<file path="src/rtl/tdm_rx_pkg.sv">
`timescale 1ns/1ps
package tdm_rx_pkg;
  localparam int TAG_W     = 16;
  localparam int SLOT_W    = 20;
  localparam int NUM_SLOTS = 12;
  localparam int STAT_W    = 16;
  localparam int NUM_CAP   = 5;

  // capture index -> slot number: addr, data, left, right, gpio
  function automatic int cap_slot(int idx, int nslots);
    case (idx)
      0:       return 1;
      1:       return 2;
      2:       return 3;
      3:       return 4;
      default: return nslots;
    endcase
  endfunction
endpackage

</file>
<file path="src/rtl/tdm_rx_align.sv">
`timescale 1ns/1ps
module tdm_rx_align #(
  parameter int TAG_W     = 16,
  parameter int SLOT_W    = 20,
  parameter int NUM_SLOTS = 12,
  localparam int FRAME_LEN = TAG_W + NUM_SLOTS * SLOT_W,
  localparam int CNT_W     = $clog2(FRAME_LEN) + 1,
  localparam int SLOT_IW   = $clog2(NUM_SLOTS + 2),
  localparam int POS_W     = $clog2((SLOT_W > TAG_W) ? SLOT_W : TAG_W)
) (
  input  logic               clk_i,
  input  logic               rst_ni,
  input  logic               sync_i,
  output logic [SLOT_IW-1:0] slot_o,
  output logic               slot_last_o,
  output logic               frame_err_o
);
  localparam logic [SLOT_IW-1:0] IDLE_SLOT = SLOT_IW'(NUM_SLOTS + 1);
  localparam logic [SLOT_IW-1:0] LAST_SLOT = SLOT_IW'(NUM_SLOTS);
  localparam logic [POS_W-1:0]   TAG_END   = POS_W'(TAG_W - 1);
  localparam logic [POS_W-1:0]   SLOT_END  = POS_W'(SLOT_W - 1);
  localparam logic [CNT_W-1:0]   CNT_END   = CNT_W'(FRAME_LEN - 1);
  localparam logic [CNT_W-1:0]   CNT_MAX   = {CNT_W{1'b1}};
  localparam logic [CNT_W-1:0]   CNT_TAG   = CNT_W'(TAG_W);

  logic               sync_q, locked_q, locked_d, err_q, err_d;
  logic               rise, early, sync_bad, active;
  logic [CNT_W-1:0]   cnt_q, cnt_d;
  logic [SLOT_IW-1:0] slot_q, slot_d;
  logic [POS_W-1:0]   pos_q, pos_d;

  always_comb begin
    rise     = sync_i & ~sync_q;
    cnt_d    = cnt_q;
    slot_d   = slot_q;
    pos_d    = pos_q;
    locked_d = locked_q;
    if (rise) begin
      cnt_d    = '0;
      slot_d   = '0;
      pos_d    = '0;
      locked_d = 1'b1;
    end else if (locked_q) begin
      if (cnt_q != CNT_MAX) cnt_d = cnt_q + 1'b1;
      if (slot_q == '0) begin
        if (pos_q == TAG_END) begin
          slot_d = SLOT_IW'(1);
          pos_d  = '0;
        end else begin
          pos_d = pos_q + 1'b1;
        end
      end else if (slot_q <= LAST_SLOT) begin
        if (pos_q == SLOT_END) begin
          slot_d = slot_q + 1'b1;
          pos_d  = '0;
        end else begin
          pos_d = pos_q + 1'b1;
        end
      end
    end
    early    = rise & locked_q & (cnt_q != CNT_END);
    // sync must be high for tag bits 1..15 and low on the first data bit
    sync_bad = ~rise & locked_q &
               (((cnt_d != '0) & (cnt_d < CNT_TAG) & ~sync_i) |
                ((cnt_d == CNT_TAG) & sync_i));
    if (sync_bad) locked_d = 1'b0;
    err_d  = err_q | early | sync_bad;
    active = locked_d & (slot_d <= LAST_SLOT);
  end

  always_ff @(negedge clk_i or negedge rst_ni) begin
    if (!rst_ni) begin
      sync_q   <= 1'b0;
      locked_q <= 1'b0;
      err_q    <= 1'b0;
      cnt_q    <= '0;
      slot_q   <= IDLE_SLOT;
      pos_q    <= '0;
    end else begin
      sync_q   <= sync_i;
      locked_q <= locked_d;
      err_q    <= err_d;
      cnt_q    <= cnt_d;
      slot_q   <= slot_d;
      pos_q    <= pos_d;
    end
  end

  assign slot_o      = slot_d;
  assign slot_last_o = active & ((slot_d == '0) ? (pos_d == TAG_END) : (pos_d == SLOT_END));
  assign frame_err_o = err_q;

  AST_ERR_STICKY: assert property (@(negedge clk_i) disable iff (!rst_ni)
    err_q |=> err_q);
  AST_SYNC_RESTART: assert property (@(negedge clk_i) disable iff (!rst_ni)
    $rose(sync_i) |=> (cnt_q == '0) && (slot_q == '0));
  AST_EARLY_EDGE_ERR: assert property (@(negedge clk_i) disable iff (!rst_ni)
    ($rose(sync_i) && locked_q && (cnt_q != CNT_END)) |=> err_q);
  AST_SLOT_RANGE: assert property (@(negedge clk_i) disable iff (!rst_ni)
    slot_q <= IDLE_SLOT);
endmodule

</file>
<file path="src/rtl/tdm_rx_shift.sv">
`timescale 1ns/1ps
module tdm_rx_shift #(
  parameter int TAG_W  = 16,
  parameter int SLOT_W = 20
) (
  input  logic              clk_i,
  input  logic              rst_ni,
  input  logic              sdata_i,
  input  logic              tag_end_i,
  output logic [SLOT_W-1:0] word_o,
  output logic [TAG_W-1:0]  tag_o
);
  logic [SLOT_W-2:0] sh_q;
  logic [TAG_W-1:0]  tag_q;

  // word includes the bit sampled on this edge
  assign word_o = {sh_q, sdata_i};
  assign tag_o  = tag_q;

  always_ff @(negedge clk_i or negedge rst_ni) begin
    if (!rst_ni) begin
      sh_q  <= '0;
      tag_q <= '0;
    end else begin
      sh_q <= word_o[SLOT_W-2:0];
      if (tag_end_i) tag_q <= word_o[TAG_W-1:0];
    end
  end
endmodule

</file>
<file path="src/rtl/tdm_rx_slot_cap.sv">
`timescale 1ns/1ps
module tdm_rx_slot_cap #(
  parameter int KEEP_W = 20
) (
  input  logic              clk_i,
  input  logic              rst_ni,
  input  logic              slot_end_i,
  input  logic              tag_ok_i,
  input  logic [KEEP_W-1:0] word_i,
  output logic [KEEP_W-1:0] data_o,
  output logic              vld_o
);
  logic [KEEP_W-1:0] data_q;
  logic              vld_q;
  logic              take;

  assign take = slot_end_i & tag_ok_i;

  always_ff @(negedge clk_i or negedge rst_ni) begin
    if (!rst_ni) begin
      data_q <= '0;
      vld_q  <= 1'b0;
    end else begin
      vld_q <= take;
      if (take) data_q <= word_i;
    end
  end

  assign data_o = data_q;
  assign vld_o  = vld_q;

  AST_STROBE_PULSE: assert property (@(negedge clk_i) disable iff (!rst_ni)
    vld_q |=> !vld_q);
  AST_HOLD_WITHOUT_STROBE: assert property (@(negedge clk_i) disable iff (!rst_ni)
    !vld_q |-> $stable(data_q));
  AST_STROBE_NEEDS_TAG: assert property (@(negedge clk_i) disable iff (!rst_ni)
    vld_q |-> $past(tag_ok_i));
endmodule

</file>
<file path="src/rtl/tdm_frame_rx.sv">
`timescale 1ns/1ps
module tdm_frame_rx
  import tdm_rx_pkg::*;
#(
  parameter int TAG_W     = tdm_rx_pkg::TAG_W,
  parameter int SLOT_W    = tdm_rx_pkg::SLOT_W,
  parameter int NUM_SLOTS = tdm_rx_pkg::NUM_SLOTS,
  parameter int STAT_W    = tdm_rx_pkg::STAT_W
) (
  input  logic              clk_i,
  input  logic              rst_ni,
  input  logic              sync_i,
  input  logic              sdata_i,
  output logic [STAT_W-1:0] stat_addr_o,
  output logic              stat_addr_vld_o,
  output logic [STAT_W-1:0] stat_data_o,
  output logic              stat_data_vld_o,
  output logic [SLOT_W-1:0] pcm_left_o,
  output logic              pcm_left_vld_o,
  output logic [SLOT_W-1:0] pcm_right_o,
  output logic              pcm_right_vld_o,
  output logic [SLOT_W-1:0] gpio_irq_o,
  output logic              gpio_irq_vld_o,
  output logic              frame_err_o
);
  localparam int SLOT_IW = $clog2(NUM_SLOTS + 2);

  logic [SLOT_IW-1:0] slot_idx;
  logic               slot_last, tag_end;
  logic [SLOT_W-1:0]  word;
  logic [TAG_W-1:0]   tag;
  logic [NUM_CAP-1:0] vld_all;
  logic               unused_tag;

  tdm_rx_align #(
    .TAG_W(TAG_W), .SLOT_W(SLOT_W), .NUM_SLOTS(NUM_SLOTS)
  ) u_align (
    .clk_i      (clk_i),
    .rst_ni     (rst_ni),
    .sync_i     (sync_i),
    .slot_o     (slot_idx),
    .slot_last_o(slot_last),
    .frame_err_o(frame_err_o)
  );

  assign tag_end = slot_last & (slot_idx == '0);

  tdm_rx_shift #(.TAG_W(TAG_W), .SLOT_W(SLOT_W)) u_shift (
    .clk_i    (clk_i),
    .rst_ni   (rst_ni),
    .sdata_i  (sdata_i),
    .tag_end_i(tag_end),
    .word_o   (word),
    .tag_o    (tag)
  );

  assign unused_tag = ^tag;

  for (genvar g = 0; g < NUM_CAP; g++) begin : g_cap
    localparam int SID = cap_slot(g, NUM_SLOTS);
    localparam int KW  = (g < 2) ? STAT_W : SLOT_W;
    logic [KW-1:0] d;
    logic          v, slot_end, tag_ok;

    assign slot_end = slot_last & (slot_idx == SLOT_IW'(SID));
    assign tag_ok   = tag[TAG_W-1] & tag[TAG_W-1-SID];

    tdm_rx_slot_cap #(.KEEP_W(KW)) u_cap (
      .clk_i     (clk_i),
      .rst_ni    (rst_ni),
      .slot_end_i(slot_end),
      .tag_ok_i  (tag_ok),
      .word_i    (word[SLOT_W-1 -: KW]),
      .data_o    (d),
      .vld_o     (v)
    );
    assign vld_all[g] = v;

    if (g == 0) begin : g_addr
      assign stat_addr_o = d;  assign stat_addr_vld_o = v;
    end else if (g == 1) begin : g_data
      assign stat_data_o = d;  assign stat_data_vld_o = v;
    end else if (g == 2) begin : g_left
      assign pcm_left_o = d;   assign pcm_left_vld_o = v;
    end else if (g == 3) begin : g_right
      assign pcm_right_o = d;  assign pcm_right_vld_o = v;
    end else begin : g_gpio
      assign gpio_irq_o = d;   assign gpio_irq_vld_o = v;
    end
  end

  AST_STROBE_EXCLUSIVE: assert property (@(negedge clk_i) disable iff (!rst_ni)
    $onehot0(vld_all));
endmodule

</file>
<file path="config.mk">
export PLATFORM = sky130hd
export DESIGN_NAME = tdm_frame_rx
export DESIGN_NICKNAME = d
export VERILOG_FILES = /design/src/rtl/tdm_rx_pkg.sv /design/src/rtl/tdm_rx_align.sv /design/src/rtl/tdm_rx_shift.sv /design/src/rtl/tdm_rx_slot_cap.sv /design/src/rtl/tdm_frame_rx.sv
export SDC_FILE = /design/constraint.sdc
export NUM_CORES = 1
export LEC_CHECK = 0
export BUFFER_PORTS_ARGS = -buffer_cell sky130_fd_sc_hd__buf_2
export CAP_MARGIN = 20
export CORE_ASPECT_RATIO = 1.1
export CORE_MARGIN = 1.5
export CORE_UTILIZATION = 25
export CTS_CLUSTER_DIAMETER = 100
export DETAILED_ROUTE_END_ITERATION = 12
export GPL_ROUTABILITY_DRIVEN = 0
export PLACE_DENSITY = 0.44
export SKIP_LAST_GASP = 1
export SYNTH_ARGS = -nofsm -noshare
export SYNTH_HDL_FRONTEND = slang
export SYNTH_SLANG_ARGS = --single-unit
</file>
<file path="constraint.sdc">
create_clock -name clk_i -period 3.7 [get_ports clk_i]
set_clock_uncertainty 0.15 [all_clocks]
set_input_delay 0.37 -clock clk_i [delete_from_list [all_inputs] [get_ports clk_i]]
set_output_delay 0.37 -clock clk_i [all_outputs]
set_load 0.01 [all_outputs]
</file>
Yosys cells after proc, flatten, opt, wreduce, memory -nomap -nowiden
Cells that the tools add are included.
{"block": "totals", "register_bits": 153, "in_bits": 4, "out_inout_bits": 98, "wordCells": 89}
{"block": "classes", "n_addsub": 3, "order_cmp": 3, "n_eq_ne": 12, "mux": 18, "bitwise": 32, "n_reduce_logical": 3}
{"op": "$mux W5", "count": 6}
{"op": "$mux W9", "count": 3}
{"op": "$and A1 B1 Y1", "count": 26}
{"op": "$mux W4", "count": 6}
{"op": "$eq A5 B4 Y1 const B", "count": 2}
{"op": "$eq A5 B5 Y1 const B", "count": 2}
{"op": "$add A9 B1 Y9 const B", "count": 1}
{"op": "$eq A9 B5 Y1 const B", "count": 1}
{"op": "$lt A9 B5 Y1 const B", "count": 1}
{"op": "$ne A9 B8 Y1 const B", "count": 1}
{"op": "$ne A9 B9 Y1 const B", "count": 1}
{"op": "$reduce_bool A9 Y1", "count": 1}
{"op": "$eq A4 B2 Y1 const B", "count": 2}
{"op": "$le A4 B4 Y1 const B", "count": 2}
{"op": "$logic_not A4 Y1", "count": 2}
{"op": "$add A5 B1 Y5 const B", "count": 1}
{"op": "$add A4 B1 Y4 const B", "count": 1}
{"op": "$eq A4 B1 Y1 const B", "count": 1}
{"op": "$eq A4 B3 Y1 const B", "count": 1}
{"op": "$eq A4 B4 Y1 const B", "count": 1}
{"op": "$mux W1", "count": 3}
{"op": "$not A1 Y1", "count": 3}
{"op": "$or A1 B1 Y1", "count": 3}

Depth between registers and ports, before layout
{"block": "logic_depth", "ltp_word": 14, "mapped_depth": 13, "depth_no_buf": 12}

Hierarchy
A second synthesis with hierarchy kept.
{"block": "hier_totals", "hier_cells": 432, "hier_area_um2": 6543.8}
{"module": "tdm_rx_slot_cap at g_cap[2].u_cap ...", "instances": 3, "cells_each": 45, "area_per_inst_um2": 854.6, "seq_area_each_um2": 525.5}
{"module": "tdm_rx_align", "instances": 1, "cells_each": 156, "area_per_inst_um2": 1410.1, "seq_area_each_um2": 529.3}
{"module": "tdm_rx_slot_cap at g_cap[0].u_cap ...", "instances": 2, "cells_each": 36, "area_per_inst_um2": 674.4, "seq_area_each_um2": 425.4}
{"module": "tdm_rx_shift", "instances": 1, "cells_each": 54, "area_per_inst_um2": 1132.3, "seq_area_each_um2": 875.8}
{"module": "tdm_frame_rx", "instances": 1, "cells_each": 15, "area_per_inst_um2": 88.8, "seq_area_each_um2": 0.0}

==> impl_metrics.toml <==
[global_route]
grt_pass1_wl_mm = 24.4
grt_max_degree = 55
grt_pass1_vias = 4332
grt_overflow = 0
grt_usage_pct = 13.1
antenna_found_initial = 0

[finish]
diodes = 0
design_area_sq_um = 8220
fillers = 2284
drive_gt1_share_pct = 51.7
layout.nets = 596
syn_to_final_growth_pct = 38.9
final_core_util_pct = 35.6

[synthesis]
synth_area_sq_um = 5920
syn_nets = 429
synth_cells = 419
synth_top_area_share_pct = 59.2
yosysTopAreaCell = "dfrtn_1"
async_flop_share_pct = 100
yosysSeqAreaShare_pct = 60.6
netlist_top_cells_count = "140 x dfrtn_1, 54 x mux2_2, 45 x mux2_1"
ys.flop_type = "dfrtn_1"
post-synth-top-count-cell = "dfrtn_1"
ys_warn_count = 0
synthDistinctLibCells = 61
synth-edff-count = 0
synth.area.top_cells = "dfrtn_1 59%, mux2_2 10%, mux2_1 8.6%"
ys_seq_elements = 143
synth.avg_cell_area_sq_um = 14.1

[timing]
setup_violations = 102
hold_viol = 0
max_slew_margin_pct = 64.3
final_max_slew_viol_count = 0
rsz0062_at_grt = "true"
layout_setup_ws_ns = -0.593
tightest_slew_ns = 0.528
hold_ws_ns = 0.247

[power_and_ir_drop]
leakagePower_nw = 4.31
pwr_density_cell_nw_per_um2 = 503
peakVddDrop_uv = 283

[min_path]
hp-start = "u_shift.sh_q[1]"
hold_path_class = "flip-flop to flip-flop"

[floorplan]
num_rows = 58
start_util_pct = 25.6
core_area_sq_um = 23100
die-area_sq_um = 24600
die_h_microns = 164
die_x_microns = 150
io_pins = 102

[placed_design]
placed_area_sq_um = 7430
port_buffers = 101
dp_hpwl_mm = 10.9

[worst_setup_path]
worstSetupStartpoint = "sync_i"
worstSetupPathType = "primary input to flip-flop"
crit_path_max_fanout = 9
crit_required_ns = 1.94
crit_path_start_kind = "primary input"
worstSetupEndpointType = "flip-flop"
ff2ff_setup_slack_ns = 0.06
timing.rr.start = "u_align.slot_q[0]"
arrival_ns = 2.53

[route]
first_iter_violations = 175
vias_per_cell = 4.45
drc_errors = 0
wire_per_inst_microns = 17.0
drtAntennaViolNets = 0
num_vias = 3997
drtPass1Iterations = 4
drt-total-wl_mm = 15.3

[run_status]
outcome = "finished, violations left"
violations = "setup timing"

[cts]
clk_pin_slew_ns = 0.04
clkSinkCount = 143
cts_tree = "built"
cts_buffers = 17
h-tree-depth = 4
cts_buffer_depth = 2
clock_latency_ns = 0.44
clockRootBuffer = "clkbuf_16"

[job]
maxCapViolCount = 0
[cells in the final DEF, fill, tap and decap left out, drive strengths merged, types with 5 or more instances in the layout]
cell type,instances
a21oi,11
and3,6
buf,162
clkbuf,19
dfrtn,140
ha,6
inv,16
mux2,99
nand2,17
nand3,9
nand4,6
nor2,11
nor2b,6
nor3,6
o2111ai,5
o21ai,5
[repair_timing]
item,in CTS,in global routing
pin swaps,4,1
endpoints found under the setup margin,103,103
buffers inserted,7,1
hold buffers,0,0
cloned,1,0
resized for setup,25,11
[registers in the layout, indices dropped and copies added (netlist names)]
signal and flops:
u_align.sync_q 1, u_shift.tag_o 6, u_align.frame_err_o 1, u_shift.sh_q 19, g_cap.u_cap.vld_o 5, u_align.slot_q 4
u_align.cnt_q 9, u_align.locked_q 1, u_align.pos_q 5, g_cap.u_cap.data_o 92
[critical path: stages]
cell and delay [ns]:
buf_8 0.11, nand2b_4 0.08, nand3_4 0.09, or4b_4 0.50
and3_4 0.18, a2111oi_4 0.29, buf_6 0.20, o2111ai_4 0.20
buf_8 0.21, mux2_4 0.29
[power by group]
group	switching, mW	total [mW]	internal, mW	leakage [nW]
clock	0.683	1.70	1.02	0.292
sequential	0.0829	1.74	1.66	1.93
combinational	0.367	0.697	0.330	2.10
[logic make-up (layout without fill, tap and decap cells)]
family | Yosys count | after routing | share of synthesized area [%]
multiplexers | 103 | 103 | 19.5
flip-flops | 143 | 143 | 60.6
AND/OR/NAND/NOR | 89 | 89 | 9.18
XOR/XNOR | 2 | 2 | 0.296
buffers and inverters | 27 | 206 | 2.07
AO/OA/AOI/OAI | 49 | 49 | 7.11
adder cells (fa/ha/maj) | 6 | 6 | 1.27
[worst paths after layout]
check,endpoint,cells after the start
max,g_cap[2].u_cap.data_o[6],10
min,u_shift.sh_q[2],0
max reg2reg,g_cap[2].u_cap.data_o[6],11
min reg2reg,u_shift.sh_q[2],0
max in group asynchronous,u_align.slot_q[0],2
min in group asynchronous,u_align.sync_q,1
[layer usage]
layer	share of wire [%]	global-route usage [%]	vias up
met5	0	0	-
met4	1.4	4.10	0
met3	3.9	3.36	15
met2	53	23.0	76
met1	42	15.6	2029
li1	-	-	1877
[final cells by class]
type	count	area (sq um)	area share, %
clock buffer	19	443	5.39
sequential	143	3580	43.6
multi-input combinational	249	2520	30.6
tap	300	375	4.57
inverter	10	37.5	0.457
timing repair buffer	162	1120	13.6
clock inverter	15	148	1.80
[through the flow]
| step | instances | power [mW] | setup slack, ns | setup TNS [ns] |
|---|---|---|---|---|
| floorplan | 419 | 2.15 | -0.903 | -84.99 |
| finish | 898 | 4.14 | -0.593 | -53.46 |
| detailed placement | 858 | 2.45 | -1.16 | -111.40 |
| global placement | 858 | 2.44 | -1.14 | -106.78 |
| CTS | 898 | 4.20 | -0.568 | -52.85 |
| global route | 898 | 4.35 | -0.659 | -60.71 |
Power figures use the tool's default switching activity.
